<file path="src/rtl/rtc_pkg.sv">
// Package: shared register offsets, control-bit positions and the control
// register type for the seconds RTC core.
package rtc_pkg;

    // Byte offsets of the registers (8-bit space)
    localparam logic [7:0] OFF_CTRL  = 8'h00;
    localparam logic [7:0] OFF_SECS  = 8'h04;
    localparam logic [7:0] OFF_ALARM = 8'h08;
    localparam logic [7:0] OFF_TRIM  = 8'h0C;
    localparam logic [7:0] OFF_POWER = 8'h20;
    localparam logic [7:0] OFF_KEY   = 8'h3C;

    // Control register bit positions
    localparam int BIT_RUN   = 0;
    localparam int BIT_AARM  = 2;
    localparam int BIT_AIE   = 3;
    localparam int BIT_AFLAG = 4;
    localparam int BIT_TIE   = 5;
    localparam int BIT_TFLAG = 6;
    localparam int BIT_READY = 7;

    // Key register status bit
    localparam int BIT_KEY_OK = 31;

    // Trim register writable field
    localparam logic [31:0] TRIM_MASK = 32'h03FF_FFFF;

    // Software-visible control state (ready lives in the guard)
    typedef struct packed {
        logic tick_flag;
        logic tick_ie;
        logic alm_flag;
        logic alm_ie;
        logic alm_arm;
        logic run;
    } rtc_ctrl_t;

endpackage

</file>
<file path="src/rtl/rtc_wr_guard.sv">
// Module: rtc_wr_guard
// Decides whether a protected write is allowed to happen.
// - A key write made while ready is high grants or withdraws the key.
// - An accepted protected write uses up the key and starts a busy window
//   of BUSY_CYCLES cycles, during which ready reads low.
// Assumes: wr_fire is a single-cycle write strobe, and hit_key and
// hit_prot are mutually exclusive address decodes.
module rtc_wr_guard #(
    parameter int          BUSY_CYCLES = 4,
    parameter logic [15:0] UNLOCK_KEY  = 16'hA55A
) (
    input  logic        clk,
    input  logic        rst_n,
    input  logic        wr_fire,
    input  logic        hit_key,
    input  logic        hit_prot,
    input  logic [15:0] key_data,
    output logic        unlocked,
    output logic        ready,
    output logic        prot_accept
);
    localparam int CNT_W = $clog2(BUSY_CYCLES + 1);
    localparam logic [CNT_W-1:0] CNT_LOAD = CNT_W'(BUSY_CYCLES);

    logic [CNT_W-1:0] busy_cnt;
    logic             key_write;

    assign ready       = (busy_cnt == '0);
    assign key_write   = wr_fire && hit_key && ready;
    assign prot_accept = wr_fire && hit_prot && ready && unlocked;

    // Key state: granted by a matching key write, cleared by any consumer
    always_ff @(posedge clk) begin
        if (!rst_n) begin
            unlocked <= 1'b0;
        end else if (key_write) begin
            unlocked <= (key_data == UNLOCK_KEY);
        end else if (prot_accept) begin
            unlocked <= 1'b0;
        end
    end

    // Busy window: loaded on an accepted write, counts down to zero
    always_ff @(posedge clk) begin
        if (!rst_n) begin
            busy_cnt <= '0;
        end else if (prot_accept) begin
            busy_cnt <= CNT_LOAD;
        end else if (busy_cnt != '0) begin
            busy_cnt <= busy_cnt - 1'b1;
        end
    end

endmodule

</file>
<file path="src/rtl/rtc_time_keeper.sv">
// Module: rtc_time_keeper
// Holds the seconds counter and the alarm value, and compares the two.
// A load of the counter takes priority over a tick in the same cycle.
// Assumes: tick_1hz is a one-cycle pulse; the loads come from the write guard.
module rtc_time_keeper #(
    parameter int SEC_W = 32
) (
    input  logic             clk,
    input  logic             rst_n,
    input  logic             tick_1hz,
    input  logic             run,
    input  logic             alm_arm,
    input  logic             sec_load,
    input  logic             alm_load,
    input  logic [SEC_W-1:0] wdata,
    output logic [SEC_W-1:0] seconds,
    output logic [SEC_W-1:0] alarm_val,
    output logic             count_evt,
    output logic             alarm_hit
);
    assign count_evt = tick_1hz && run;
    assign alarm_hit = alm_arm && (seconds == alarm_val);

    // Seconds counter: a load wins over a counted tick
    always_ff @(posedge clk) begin
        if (!rst_n) begin
            seconds <= '0;
        end else if (sec_load) begin
            seconds <= wdata;
        end else if (count_evt) begin
            seconds <= seconds + 1'b1;
        end
    end

    // Alarm value: written only through an accepted protected write
    always_ff @(posedge clk) begin
        if (!rst_n) begin
            alarm_val <= '0;
        end else if (alm_load) begin
            alarm_val <= wdata;
        end
    end

endmodule

</file>
<file path="src/rtl/rtc_ctrl_flags.sv">
// Module: rtc_ctrl_flags
// Control register with enable bits and two sticky event flags.
// - Each flag is cleared by writing 0 to it; writing 1 leaves it unchanged.
// - A hardware set wins over a software clear in the same cycle.
// - irq combines each flag with its own enable bit.
// Assumes: ctrl_wr is already qualified by the write guard.
module rtc_ctrl_flags (
    input  logic             clk,
    input  logic             rst_n,
    input  logic             ctrl_wr,
    input  logic [7:0]       wdata,
    input  logic             count_evt,
    input  logic             alarm_hit,
    output rtc_pkg::rtc_ctrl_t ctrl_q,
    output logic             irq
);
    import rtc_pkg::*;

    // Enable bits: plain read/write fields
    always_ff @(posedge clk) begin
        if (!rst_n) begin
            ctrl_q.run     <= 1'b0;
            ctrl_q.alm_arm <= 1'b0;
            ctrl_q.alm_ie  <= 1'b0;
            ctrl_q.tick_ie <= 1'b0;
        end else if (ctrl_wr) begin
            ctrl_q.run     <= wdata[BIT_RUN];
            ctrl_q.alm_arm <= wdata[BIT_AARM];
            ctrl_q.alm_ie  <= wdata[BIT_AIE];
            ctrl_q.tick_ie <= wdata[BIT_TIE];
        end
    end

    // Event flags: hardware set has priority over a write-0 clear
    always_ff @(posedge clk) begin
        if (!rst_n) begin
            ctrl_q.alm_flag  <= 1'b0;
            ctrl_q.tick_flag <= 1'b0;
        end else begin
            if (alarm_hit) begin
                ctrl_q.alm_flag <= 1'b1;
            end else if (ctrl_wr) begin
                ctrl_q.alm_flag <= ctrl_q.alm_flag & wdata[BIT_AFLAG];
            end
            if (count_evt) begin
                ctrl_q.tick_flag <= 1'b1;
            end else if (ctrl_wr) begin
                ctrl_q.tick_flag <= ctrl_q.tick_flag & wdata[BIT_TFLAG];
            end
        end
    end

    // Interrupt: each flag gated by its own enable
    always_comb begin
        irq = (ctrl_q.alm_flag && ctrl_q.alm_ie) || (ctrl_q.tick_flag && ctrl_q.tick_ie);
    end

endmodule

</file>
<file path="src/rtl/rtc_secs_core.sv">
// Module: rtc_secs_core (top)
// Register-mapped seconds real-time clock with write protection.
// - Decodes the register port and routes writes through rtc_wr_guard.
// - Holds the trim and power registers, and builds the read data.
// Assumes: the port is synchronous to clk; reads are combinational from
// bus_addr; unmapped offsets read 0 and ignore writes.
module rtc_secs_core #(
    parameter int          ADDR_W      = 8,
    parameter int          BUSY_CYCLES = 4,
    parameter logic [15:0] UNLOCK_KEY  = 16'hA55A
) (
    input  logic              clk,
    input  logic              rst_n,
    input  logic              tick_1hz,
    input  logic              bus_sel,
    input  logic              bus_we,
    input  logic [ADDR_W-1:0] bus_addr,
    input  logic [31:0]       bus_wdata,
    output logic [31:0]       bus_rdata,
    output logic              irq,
    output logic              pwr_down_req
);
    import rtc_pkg::*;

    localparam int DATA_W = 32;

    logic              wr_fire;
    logic              hit_ctrl, hit_secs, hit_alarm, hit_trim, hit_power, hit_key;
    logic              hit_prot;
    logic              unlocked, ready, prot_accept;
    logic              count_evt, alarm_hit;
    logic [DATA_W-1:0] seconds, alarm_val;
    logic [DATA_W-1:0] trim_q;
    logic              power_q;
    rtc_ctrl_t         ctrl_q;

    // Address decode of the register port
    always_comb begin
        wr_fire   = bus_sel && bus_we;
        hit_ctrl  = (bus_addr == ADDR_W'(OFF_CTRL));
        hit_secs  = (bus_addr == ADDR_W'(OFF_SECS));
        hit_alarm = (bus_addr == ADDR_W'(OFF_ALARM));
        hit_trim  = (bus_addr == ADDR_W'(OFF_TRIM));
        hit_power = (bus_addr == ADDR_W'(OFF_POWER));
        hit_key   = (bus_addr == ADDR_W'(OFF_KEY));
        hit_prot  = hit_ctrl || hit_secs || hit_alarm || hit_trim || hit_power;
    end

    rtc_wr_guard #(
        .BUSY_CYCLES (BUSY_CYCLES),
        .UNLOCK_KEY  (UNLOCK_KEY)
    ) u_guard (
        .clk         (clk),
        .rst_n       (rst_n),
        .wr_fire     (wr_fire),
        .hit_key     (hit_key),
        .hit_prot    (hit_prot),
        .key_data    (bus_wdata[15:0]),
        .unlocked    (unlocked),
        .ready       (ready),
        .prot_accept (prot_accept)
    );

    rtc_time_keeper #(
        .SEC_W (DATA_W)
    ) u_time (
        .clk       (clk),
        .rst_n     (rst_n),
        .tick_1hz  (tick_1hz),
        .run       (ctrl_q.run),
        .alm_arm   (ctrl_q.alm_arm),
        .sec_load  (prot_accept && hit_secs),
        .alm_load  (prot_accept && hit_alarm),
        .wdata     (bus_wdata),
        .seconds   (seconds),
        .alarm_val (alarm_val),
        .count_evt (count_evt),
        .alarm_hit (alarm_hit)
    );

    rtc_ctrl_flags u_ctrl (
        .clk       (clk),
        .rst_n     (rst_n),
        .ctrl_wr   (prot_accept && hit_ctrl),
        .wdata     (bus_wdata[7:0]),
        .count_evt (count_evt),
        .alarm_hit (alarm_hit),
        .ctrl_q    (ctrl_q),
        .irq       (irq)
    );

    // Trim and power registers: protected plain storage
    always_ff @(posedge clk) begin
        if (!rst_n) begin
            trim_q  <= '0;
            power_q <= 1'b0;
        end else if (prot_accept) begin
            if (hit_trim)  trim_q  <= bus_wdata & TRIM_MASK;
            if (hit_power) power_q <= bus_wdata[0];
        end
    end

    assign pwr_down_req = power_q;

    // Read data multiplexer
    always_comb begin
        bus_rdata = '0;
        if (hit_ctrl) begin
            bus_rdata[BIT_READY] = ready;
            bus_rdata[BIT_TFLAG] = ctrl_q.tick_flag;
            bus_rdata[BIT_TIE]   = ctrl_q.tick_ie;
            bus_rdata[BIT_AFLAG] = ctrl_q.alm_flag;
            bus_rdata[BIT_AIE]   = ctrl_q.alm_ie;
            bus_rdata[BIT_AARM]  = ctrl_q.alm_arm;
            bus_rdata[BIT_RUN]   = ctrl_q.run;
        end else if (hit_secs) begin
            bus_rdata = seconds;
        end else if (hit_alarm) begin
            bus_rdata = alarm_val;
        end else if (hit_trim) begin
            bus_rdata = trim_q;
        end else if (hit_power) begin
            bus_rdata[0] = power_q;
        end else if (hit_key) begin
            bus_rdata[BIT_KEY_OK] = unlocked;
        end
    end

endmodule

</file>
<file path="config.mk">
export PLATFORM = sky130hd
export DESIGN_NAME = rtc_secs_core
export DESIGN_NICKNAME = d
export VERILOG_FILES = /design/src/rtl/rtc_pkg.sv /design/src/rtl/rtc_wr_guard.sv /design/src/rtl/rtc_time_keeper.sv /design/src/rtl/rtc_ctrl_flags.sv /design/src/rtl/rtc_secs_core.sv
export SDC_FILE = /design/constraint.sdc
export NUM_CORES = 1
export LEC_CHECK = 0
export ABC_AREA = 1
export BUFFER_PORTS_ARGS = -buffer_cell sky130_fd_sc_hd__buf_2
export CORE_MARGIN = 1
export CORE_UTILIZATION = 54
export DETAILED_ROUTE_END_ITERATION = 8
export PLACE_DENSITY_LB_ADDON = 0.15
export SYNTH_ARGS = -nofsm -noshare
export SYNTH_HDL_FRONTEND = slang
export SYNTH_SLANG_ARGS = --single-unit
</file>
<file path="constraint.sdc">
create_clock -name clk -period 3 [get_ports clk]
set_input_delay 0.15 -clock clk [delete_from_list [all_inputs] [get_ports clk]]
set_output_delay 0.15 -clock clk [all_outputs]
set_load 0.05 [all_outputs]
</file>
Word-level counts from Yosys, hierarchy flattened

Cells that the tools add are included.

Register bits: 101
Output and inout port bits: 34
Input port bits: 45

Bitwise operators: 3
Muxes and demuxes: 22
Add/subtract/negate cells: 2
Reduce and logical (&&, ||, !) cells: 29
Equal/unequal tests: 7

Operator list:

| kind                                                                   | count |
|---|---|
| 32-bit 2-to-1 mux                                                      | 4 |
| 32-bit by 1-bit adder with 32-bit output (second input constant)       | 1 |
| 32-bit equality test                                                   | 1 |
| 25-bit 2-to-1 mux                                                      | 1 |
| 24-bit 2-to-1 mux                                                      | 1 |
| 16-bit equality test (second input constant)                           | 1 |
| 8-bit by 4-bit equality test with 1-bit output (second input constant) | 2 |
| 8-bit by 6-bit equality test with 1-bit output (second input constant) | 2 |
| 1-bit logical AND                                                      | 13 |
| 1-bit 2-to-1 mux                                                       | 13 |
| 2-bit nonzero test                                                     | 5 |
| 8-bit by 3-bit equality test with 1-bit output (second input constant) | 1 |
| 8-bit logical NOT                                                      | 1 |
| 3-bit 2-to-1 mux                                                       | 2 |
| 6-bit 2-to-1 mux                                                       | 1 |
| 1-bit logical OR                                                       | 5 |
| 2-bit AND reduction                                                    | 2 |
| 3-bit logical NOT                                                      | 1 |
| 3-bit nonzero test                                                     | 1 |
| 3-bit by 1-bit subtractor with 3-bit output (second input constant)    | 1 |
| 1-bit AND                                                              | 2 |
| 2-bit OR reduction                                                     | 1 |
| 1-bit inverter                                                         | 1 |

Longest topological paths before layout

Gate-level depths: netlist of run 1.

Depth in word-level cells: 11
Depth in mapped cells: 13
Depth with buffers taken out: 12

Modules after synthesis

Synthesis of run 1 repeated with hierarchy kept, for this count alone.

Cells, all modules: 1032
Area, all modules: 6211.0 um^2

By module, submodules not included:

| module          | seq. area each (um^2) | cells each | area an instance (um^2) | times used |
|---|---|---|---|---|
| rtc_time_keeper | 1281.2                | 591        | 3729.8                  | 1 |
| rtc_secs_core   | 540.5                 | 357        | 1950.6                  | 1 |
| rtc_wr_guard    | 80.1                  | 53         | 304.0                   | 1 |
| rtc_ctrl_flags  | 120.1                 | 31         | 226.5                   | 1 |

Least setup slack after synthesis of run 1

OpenSTA, ideal clock, no wires.

Kind: input-to-output
From: input port bus_addr[4]
To: output port bus_rdata[26]
Stages: 7
Data arrival time: 1.946 ns
Slack: 0.904 ns
Cells stage by stage: nor2_1 > nand2_1 > inv_1 > nand2_1 > buf_2 > buf_2 > o21ai_0

Word-level cells in the longest chain between the ends: 4

RTL lines:

| element                                        | line                 | source |
|---|---|---|
| from (decl)                                    | rtc_secs_core.sv:17  | `input logic [ADDR_W-1:0] bus_addr,` |
| 8-bit by 4-bit equality test with 1-bit output | rtc_secs_core.sv:42  | `hit_alarm = (bus_addr == ADDR_W'(OFF_ALARM));` |
| 32-bit 2-to-1 mux                              | rtc_secs_core.sv:118 | `end else if (hit_alarm) begin` |
| 32-bit 2-to-1 mux                              | rtc_secs_core.sv:116 | `end else if (hit_secs) begin` |
| 24-bit 2-to-1 mux (*)                          | rtc_secs_core.sv:108 | `if (hit_ctrl) begin` |
| to (decl)                                      | rtc_secs_core.sv:19  | `output logic [31:0] bus_rdata,` |

Mark *: on every way between the ends. The rest lies on a longest branch, timed or not.

Worst setup path after layout of run 1

From: register u_guard.busy_cnt[0]
To: register u_time.seconds[24]

Word-level cells in the longest chain between the ends: 5

RTL lines:

| element                                                 | line                  | source |
|---|---|---|
| from (decl)                                             | rtc_wr_guard.sv:25    | `logic [CNT_W-1:0] busy_cnt;` |
| from (signal assigned)                                  | rtc_wr_guard.sv:50    | `busy_cnt <= busy_cnt - 1'b1;` |
| 3-bit logical NOT (*)                                   | rtc_wr_guard.sv:28    | `assign ready = (busy_cnt == '0);` |
| 1-bit logical AND (*) (2 in series)                     | rtc_wr_guard.sv:30    | `assign prot_accept = wr_fire && hit_prot && ready && unlocked;` |
| 1-bit logical AND (*)                                   | rtc_secs_core.sv:72   | `.sec_load (prot_accept && hit_secs),` |
| 32-bit 2-to-1 mux or 2-bit nonzero test (tied branches) | -                     |  |
| to (signal assigned)                                    | rtc_time_keeper.sv:29 | `seconds <= wdata;` |
| to (signal assigned)                                    | rtc_time_keeper.sv:31 | `seconds <= seconds + 1'b1;` |
| to (decl)                                               | rtc_time_keeper.sv:16 | `output logic [SEC_W-1:0] seconds,` |

Marked as above.
A chain may end at the register's enable or synchronous reset.

==> results of run 1 <==
-- tightest hold or removal path, delay by kind of cell --
family | cells | cell delay [ps]
AO/OA/AOI/OAI | 2 | 170
buffers and inverters | 1 | 90
-- final timing paths --
check | end | slack [ps] | depth (start not counted)
worst max-delay path | u_time.seconds[24] | 590 | 10
worst min-delay path | u_time.alarm_val[30] | 60 | 3
worst max register to register | u_time.seconds[24] | 590 | 10
worst min register to register | trim_q[21] | 460 | 2
-- cell usage in the layout, fill, tap and decap left out, types with 10 or more instances in the layout --
cell / synthesis / routed
clkbuf_8: 0 / 11
nand2_1: 229 / 229
buf_2: 12 / 78
nor3_1: 10 / 10
nor2_1: 101 / 101
nand3_1: 48 / 48
o221ai_1: 21 / 21
dfxtp_1: 101 / 101
inv_1: 133 / 133
a21oi_1: 85 / 85
xor2_1: 17 / 17
o21ai_0: 111 / 111
-- cells by family after synthesis --
logic type	count (synthesis)
compound gates	232
xor+xnor	19
fa+ha+maj	3
buf+inv	182
flops	101
simple gates	420
-- power by group --
group	internal (W)	switching, W
combinational	0.0000813	0.000156
sequential	0.00136	0.0000103
clock	0.000336	0.000472
total	0.00178	0.000638
-- cell usage after synthesis (3+ instances only) --
cell	n	area (µm²)
ha_1	3	37.54
buf_4	4	30.03
a21oi_1	85	425.4
nand4_1	6	37.54
o22ai_1	7	43.79
or2_2	5	31.28
nand3_1	48	240.2
buf_2	12	60.06
o221ai_1	21	183.9
nand2_2	5	31.28
clkbuf_1	15	56.30
nor2_2	7	43.79
o21ai_1	4	20.02
nand3_2	3	30.03
dfxtp_1	101	2022
nor2_1	101	379.1
nand2_1	229	859.6
xor2_1	17	148.9
nor3_1	10	50.05
inv_1	133	499.2
clkbuf_2	7	35.03
inv_2	4	15.01
buf_6	5	56.30
o21ai_0	111	555.5
-- metrics by stage --
stage / total power [W] / area [µm²]
detailed placement: 0.001634 / 6406
CTS: 0.002418 / 6571
finish: 0.002416 / 6571
global placement: 0.001632 / 6406
global route: 0.002510 / 6571
floorplan: 0.001550 / 6022
-- flip-flops by register name (all words and copies together) (netlist names) --
register          cells
u_time.alarm_val     32
u_time.seconds       32
trim_q               26
u_ctrl.ctrl_q         6
u_guard.busy_cnt      3
pwr_down_req          1
u_guard.unlocked      1
-- layer usage --
layer | global-route usage [%] | vias to the layer above
met3 | 4.782 | 28
met5 | 0 | -
met2 | 53.57 | 224
met4 | 11.25 | 0
met1 | 44.75 | 2859
li1 | - | 3187
-- cell type report --
cell class	count	area share [%]
clock buffer	12	2.361
clock inverter	2	0.1523
inverter	138	7.883
multi-input combinational	674	49.31
sequential	101	30.77
tap	140	2.666
timing repair buffer	86	6.855
==> metrics, run 1 <==
RSZ-0062 raised after global routing=no; total gr overflow=0; register bit total from synthesis=101; Post-synth top flop=dfxtp_1; Skew-Pair Late Insertion Delay=390 ps; sequential area share after synthesis=33.58%; syn_nets=1005; Final Hold Viols=0; XOR/XNOR share of the synthesized area=2.763%; largest net degree at the start of global routing=83; Leakage=2.621 nW; CTS max path bufs=2; worst setup path start=u_guard.busy_cnt[0]; first-pass GRT wire length=29360 µm; quantity of hold-fixing buffers added after cts=0; Top cell by count, worst path=nand2_1; hold path start=bus_wdata[30]; total wire length=18150 µm; GPL Wtd Cong=0.9289; Async S/R FF share, synth=0%; min-delay worst type=in -> reg; pre-CTS setup slack=649.1 ps; Core Util, Final=60.62%; measured slew at the worst slew-check pin=864.6 ps; Data required, critical path=3330 ps; critical path peak fanout=19; via count=6298; worst hold slack=60.89 ps; Setup violations, final=0; critical path class=reg -> reg; Post-Layout Cell Count=1153; Core Rows=38; power per cell area=367.6 nW/µm²; residual DRC count=0; Worst VDD drop=0.0002921 V; area of the multi-input gates=3241 µm²; largest family of logic cells by synthesized area=simple AND/OR/NAND/NOR gates; core region area=10840 µm²; DR WL met3=1260 µm; detail-routed via count per cell=5.462; antenna violations before repair=0; Worst Skew=16.19 ps; Root Driver=clkbuf_8; Synth Area in Simple Gates=29.48%; syn avg cell area=6.293 µm²; Die Y-Extent=107.6 µm; top cell family by delay on the critical path=simple AND/OR/NAND/NOR gates; placed cells=1139; # IOs=79; die area=11580 µm²; Reg area=2022 µm²; number of global-route vias before repair=5718; fill count=1127; maximum clock frequency=414.8 MHz; Crit path buffers/inverters=2; status=finished clean; slowest stage delay, CP=480 ps; Worst path slowest cell=nand2_2; Initial DRC Count=542; Yosys cell types=34; DR WL/cell=15.74 µm; DP HPWL=13020 µm; max cap viols=0; CTS tree=built; GR Util All Layers=33.05%; H-tree Lvls=3; met1 wire length=8236 µm; data arrival time of the worst path=2740 ps; Startpoint Class=flop; setup TNS=0 ps; min Tclk post-route=2411 ps; Initial Utilization=55.55%; Clock Pin Slew Worst Setup and Hold Paths=100 ps; Synth Cell Area=6022 µm²; max layer used=met4; Area Overhead vs Synth=9.121%; Compound-Gate Fraction of Synth Area=20.94%; Inserted Clock Buffers=9; Pre-antenna DRT Iters=5; post-synthesis cell count=957; adder-cell share of the synthesized area=0.6233%; Worst Setup End Kind=flop; clock sinks=101; Synthesis Warnings=0; NumNets Final=1058; Routed Antenna Nets=0; setup ws final=589.0 ps; I/O Buffers=78; Pins Over Slew Limit=0; postcts setup bufs=0; post-synthesis mux area share=0%; met2 wire length=8251 µm; critical path, cell by cell=inv_1 > ha_1 > nand2_1 > nor3_4 > nand3_2 > nand2_2 > inv_2 > nand2_1 > nand3_1 > nor2_1; Rel. slew slack=42.16%; Post-synth EDFFs=0; share of post-route cells with drive strength above 1=12.54%; ant diodes=0; Tcrit/Tclk final=80.37%; Post-CTS Resized=0; startpoint of the worst register-to-register path=u_guard.busy_cnt[0]; Die Span X=107.6 µm
Note: power is estimated with default switching activity, not from simulation.
==> run 2, diff against run 1 <==
--- a/config.mk
+++ b/config.mk
@@ -5,10 +5,10 @@
 export SDC_FILE = /design/constraint.sdc
 export NUM_CORES = 1
 export LEC_CHECK = 0
-export ABC_AREA = 1
+export ABC_AREA = 0
 export BUFFER_PORTS_ARGS = -buffer_cell sky130_fd_sc_hd__buf_2
 export CORE_MARGIN = 1
-export CORE_UTILIZATION = 54
+export CORE_UTILIZATION = 52
 export DETAILED_ROUTE_END_ITERATION = 8
 export PLACE_DENSITY_LB_ADDON = 0.15
 export SYNTH_ARGS = -nofsm -noshare
==> constraint.sdc (replaced) <==
create_clock -name clk -period 2.05 [get_ports clk]
set_input_delay 0.1025 -clock clk [delete_from_list [all_inputs] [get_ports clk]]
set_output_delay 0.1025 -clock clk [all_outputs]
set_load 0.05 [all_outputs]
==> metrics, run 2 <==
status=finished clean; Root Driver=clkbuf_8; min Tclk post-route=2018 ps (-393.4 ps); post-synthesis cell count=705 (-26%); largest registers=u_time.alarm_val x32, u_time.seconds x32, trim_q x26; residual DRC count=0 (unchanged); H-tree Lvls=3 (unchanged); placed cells=906 (-20%); Startpoint Class=flop; Synth Cell Area=5488 µm² (-8.9%); Post-synth EDFFs=0 (unchanged); Area Overhead vs Synth=23.62%; largest cells by area after synthesis=dfxtp_1 (37%), nand2_1 (9.2%), a21oi_1 (8.8%); Clock Pin Slew Worst Setup and Hold Paths=100 ps (about the same); maximum clock frequency=495.6 MHz (+19%); Routed Antenna Nets=0 (unchanged); RSZ-0062 raised after global routing=no; data arrival time of the worst path=2320 ps (-420 ps); r2r endpoint=u_time.seconds[12]; post-synth top area share=36.84% (+3.3 points); Post-Layout Cell Count=955 (-17%); GR Util All Layers=30.84% (-2.2 points); XOR/XNOR share of the synthesized area=9.736% (+7.0 points); share of post-route cells with drive strength above 1=21.12% (+8.6 points); setup TNS=0 ps (unchanged); syn avg cell area=7.784 µm² (+24%); Yosys cell types=46 (+35%); # IOs=79 (unchanged); Data required, critical path=2350 ps (-980 ps); Pins Over Slew Limit=0 (unchanged); WHS Path Cells=3 (unchanged); core region area=10280 µm² (-5.2%); DR WL/cell=17.06 µm (+8.4%); Skew-Pair Late Insertion Delay=380 ps (about the same); Worst Skew=8.964 ps (-7.228 ps); ant diodes=0 (unchanged); Commonest cells post-synth=nand2_1 (135), dfxtp_1 (101), a21oi_1 (96), nor2_1 (74), xor2_1 (35); largest net degree at the start of global routing=39 (-53%); commonest cells after routing, fill and taps aside=nand2_1 (135), dfxtp_1 (98), a21oi_1 (96), buf_2 (77), nor2_1 (74); Compound-Gate Fraction of Synth Area=14.50% (-6.4 points); CTS tree=built; first-pass GRT wire length=26550 µm (-9.6%); measured slew at the worst slew-check pin=626.2 ps (-238.4 ps); DP HPWL=11480 µm (-12%); Async S/R FF share, synth=0% (unchanged); Pre-antenna DRT Iters=5 (unchanged); Initial DRC Count=452 (-17%); Tcrit/Tclk final=98.42% (+18 points); startpoint of the worst register-to-register path=u_time.seconds[1]; detail-routed via count per cell=5.760 (+5.5%); GPL Wtd Cong=0.8541 (-8.1%); syn_nets=753 (-25%); Final Hold Viols=0 (unchanged); Worst Setup End Kind=flop; post-synthesis mux area share=7.250% (+7.3 points); post-synth top area cell=dfxtp_1; adder-cell share of the synthesized area=0.6840% (+0.061 points); Synthesis Warnings=0 (unchanged); clock sinks=101 (unchanged); Post-synth top flop=dfxtp_1; number of global-route vias before repair=5278 (-7.7%); most common cell after layout, fill and taps aside=nand2_1; worst r2r path cells=6 (-4); power per cell area=570.5 nW/µm² (+55%); Initial Utilization=53.40% (-2.2 points); Worst VDD drop=0.0003948 V (+35%); register bit total from synthesis=101 (unchanged); sequential area share after synthesis=36.84% (+3.3 points); total wire length=16290 µm (-10%); reg-to-reg setup timing slack=30 ps (-560 ps); Setup violations, final=0 (unchanged); min-delay worst type=in -> reg; Die Y-Extent=104.7 µm (-2.7%); antenna violations before repair=0 (unchanged); Core Rows=37 (-2.6%); Rel. slew slack=58.19% (+16 points); I/O Buffers=78 (unchanged); largest family of logic cells by synthesized area=simple AND/OR/NAND/NOR gates; NumNets Final=862 (-19%); Inserted Clock Buffers=9 (unchanged); Die Span X=104.7 µm (-2.7%); max cap viols=0 (unchanged); Leakage=2.594 nW (-1.0%); worst setup path start=u_time.seconds[1]; Synth Area in Simple Gates=26.38% (-3.1 points); count leader, synth=nand2_1; via count=5501 (-13%); total gr overflow=0 (unchanged); die area=10970 µm² (-5.3%); CTS max path bufs=2 (unchanged); critical path class=reg -> reg; worst setup path end=u_time.seconds[12]; Core Util, Final=66.01% (+5.4 points); critical path peak fanout=5 (-14)
## run 2: cell types whose count changed after synthesis, moves of 11 or more
cell	previous run	this run
a21oi_1	85	96
clkbuf_1	15	34
inv_1	133	7
mux2i_1	0	24
nand2_1	229	135
nand3_1	48	16
nand4_1	6	18
nor2_1	101	74
o21ai_0	111	5
o21ai_1	4	19
o221ai_1	21	0
xnor2_1	2	26
xor2_1	17	35
## run 2: critical path: stages, from the launching register on
cell      delay [ps]
dfxtp_1          470
ha_1             240
nand4_1          270
nor3_2           240
nand2_1          130
or3_1            330
a311oi_1         260
## run 2: final cells by class
| cell class | count | area [µm²] |
|---|---|---|
| Fill cell | 918 | 3493 |
| Multi-Input combinational cell | 543 | 3274 |
| Sequential cell | 101 | 2026 |
| Timing Repair Buffer | 150 | 1066 |
| Tap cell | 136 | 170.2 |
| Clock buffer | 13 | 168.9 |
| Clock inverter | 3 | 42.54 |
| Inverter | 9 | 36.28 |
## run 2: timing repair
action / in CTS / in global routing
setup buffers: 4 / 0
hold buffers: 30 / 0
endpoints found under the hold margin: 52 / 0
gates cloned: 0 / 0
endpoints found under the setup margin: 1 / 8
resized for setup: 14 / 5
## run 2: worst min-delay path by stage
stage	start	endpoint	slack, ps
3_3_place_gp	bus_wdata[29]	u_time.alarm_val[29]	360
3_5_place_dp	bus_wdata[28]	u_time.alarm_val[28]	370
4_1_cts	bus_wdata[3]	trim_q[3]	3
2_1_floorplan	bus_wdata[0]	trim_q[0]	240
5_1_grt	bus_wdata[0]	pwr_down_req	5
6_report	bus_wdata[0]	pwr_down_req	20
## run 2: logic make-up after synthesis
| family | after synthesis |
|---|---|
| xor+xnor | 61 |
| mux | 31 |
| fa+ha+maj | 3 |
| flops | 101 |
| buf+inv | 61 |
| compound gates | 145 |
| simple gates | 303 |
## run 2: metrics by stage
| step | worst slack, ps | hold slack, ps | total power, W | area, µm² |
|---|---|---|---|---|
| after floorplan | 20.57 | 238.5 | 0.002255 | 5495 |
| after global placement | 99.02 | 356.4 | 0.002407 | 6187 |
| after detailed placement | 61.88 | 365.2 | 0.002427 | 6187 |
| after CTS | 9.119 | 3.181 | 0.003914 | 6770 |
| after global routing | 26.47 | 4.968 | 0.004026 | 6784 |
| final | 32.35 | 17.79 | 0.003871 | 6784 |
## run 2: power breakdown
part           switching, W  leakage, nW  internal [W]  total [W]
registers         0.0000213        0.815       0.00199    0.00201
clock network      0.000698        0.106      0.000664    0.00136
logic              0.000254         1.67      0.000247   0.000501
total              0.000973         2.59       0.00290    0.00387
## run 2: layer usage
layer | vias to the layer above | routed length (µm) | global-route usage, %
met4 | 0 | 416 | 15.09
met5 | - | 0 | 0
met3 | 28 | 956 | 5.053
li1 | 2647 | - | -
met1 | 2617 | 7199 | 39.46
met2 | 209 | 7720 | 50.43
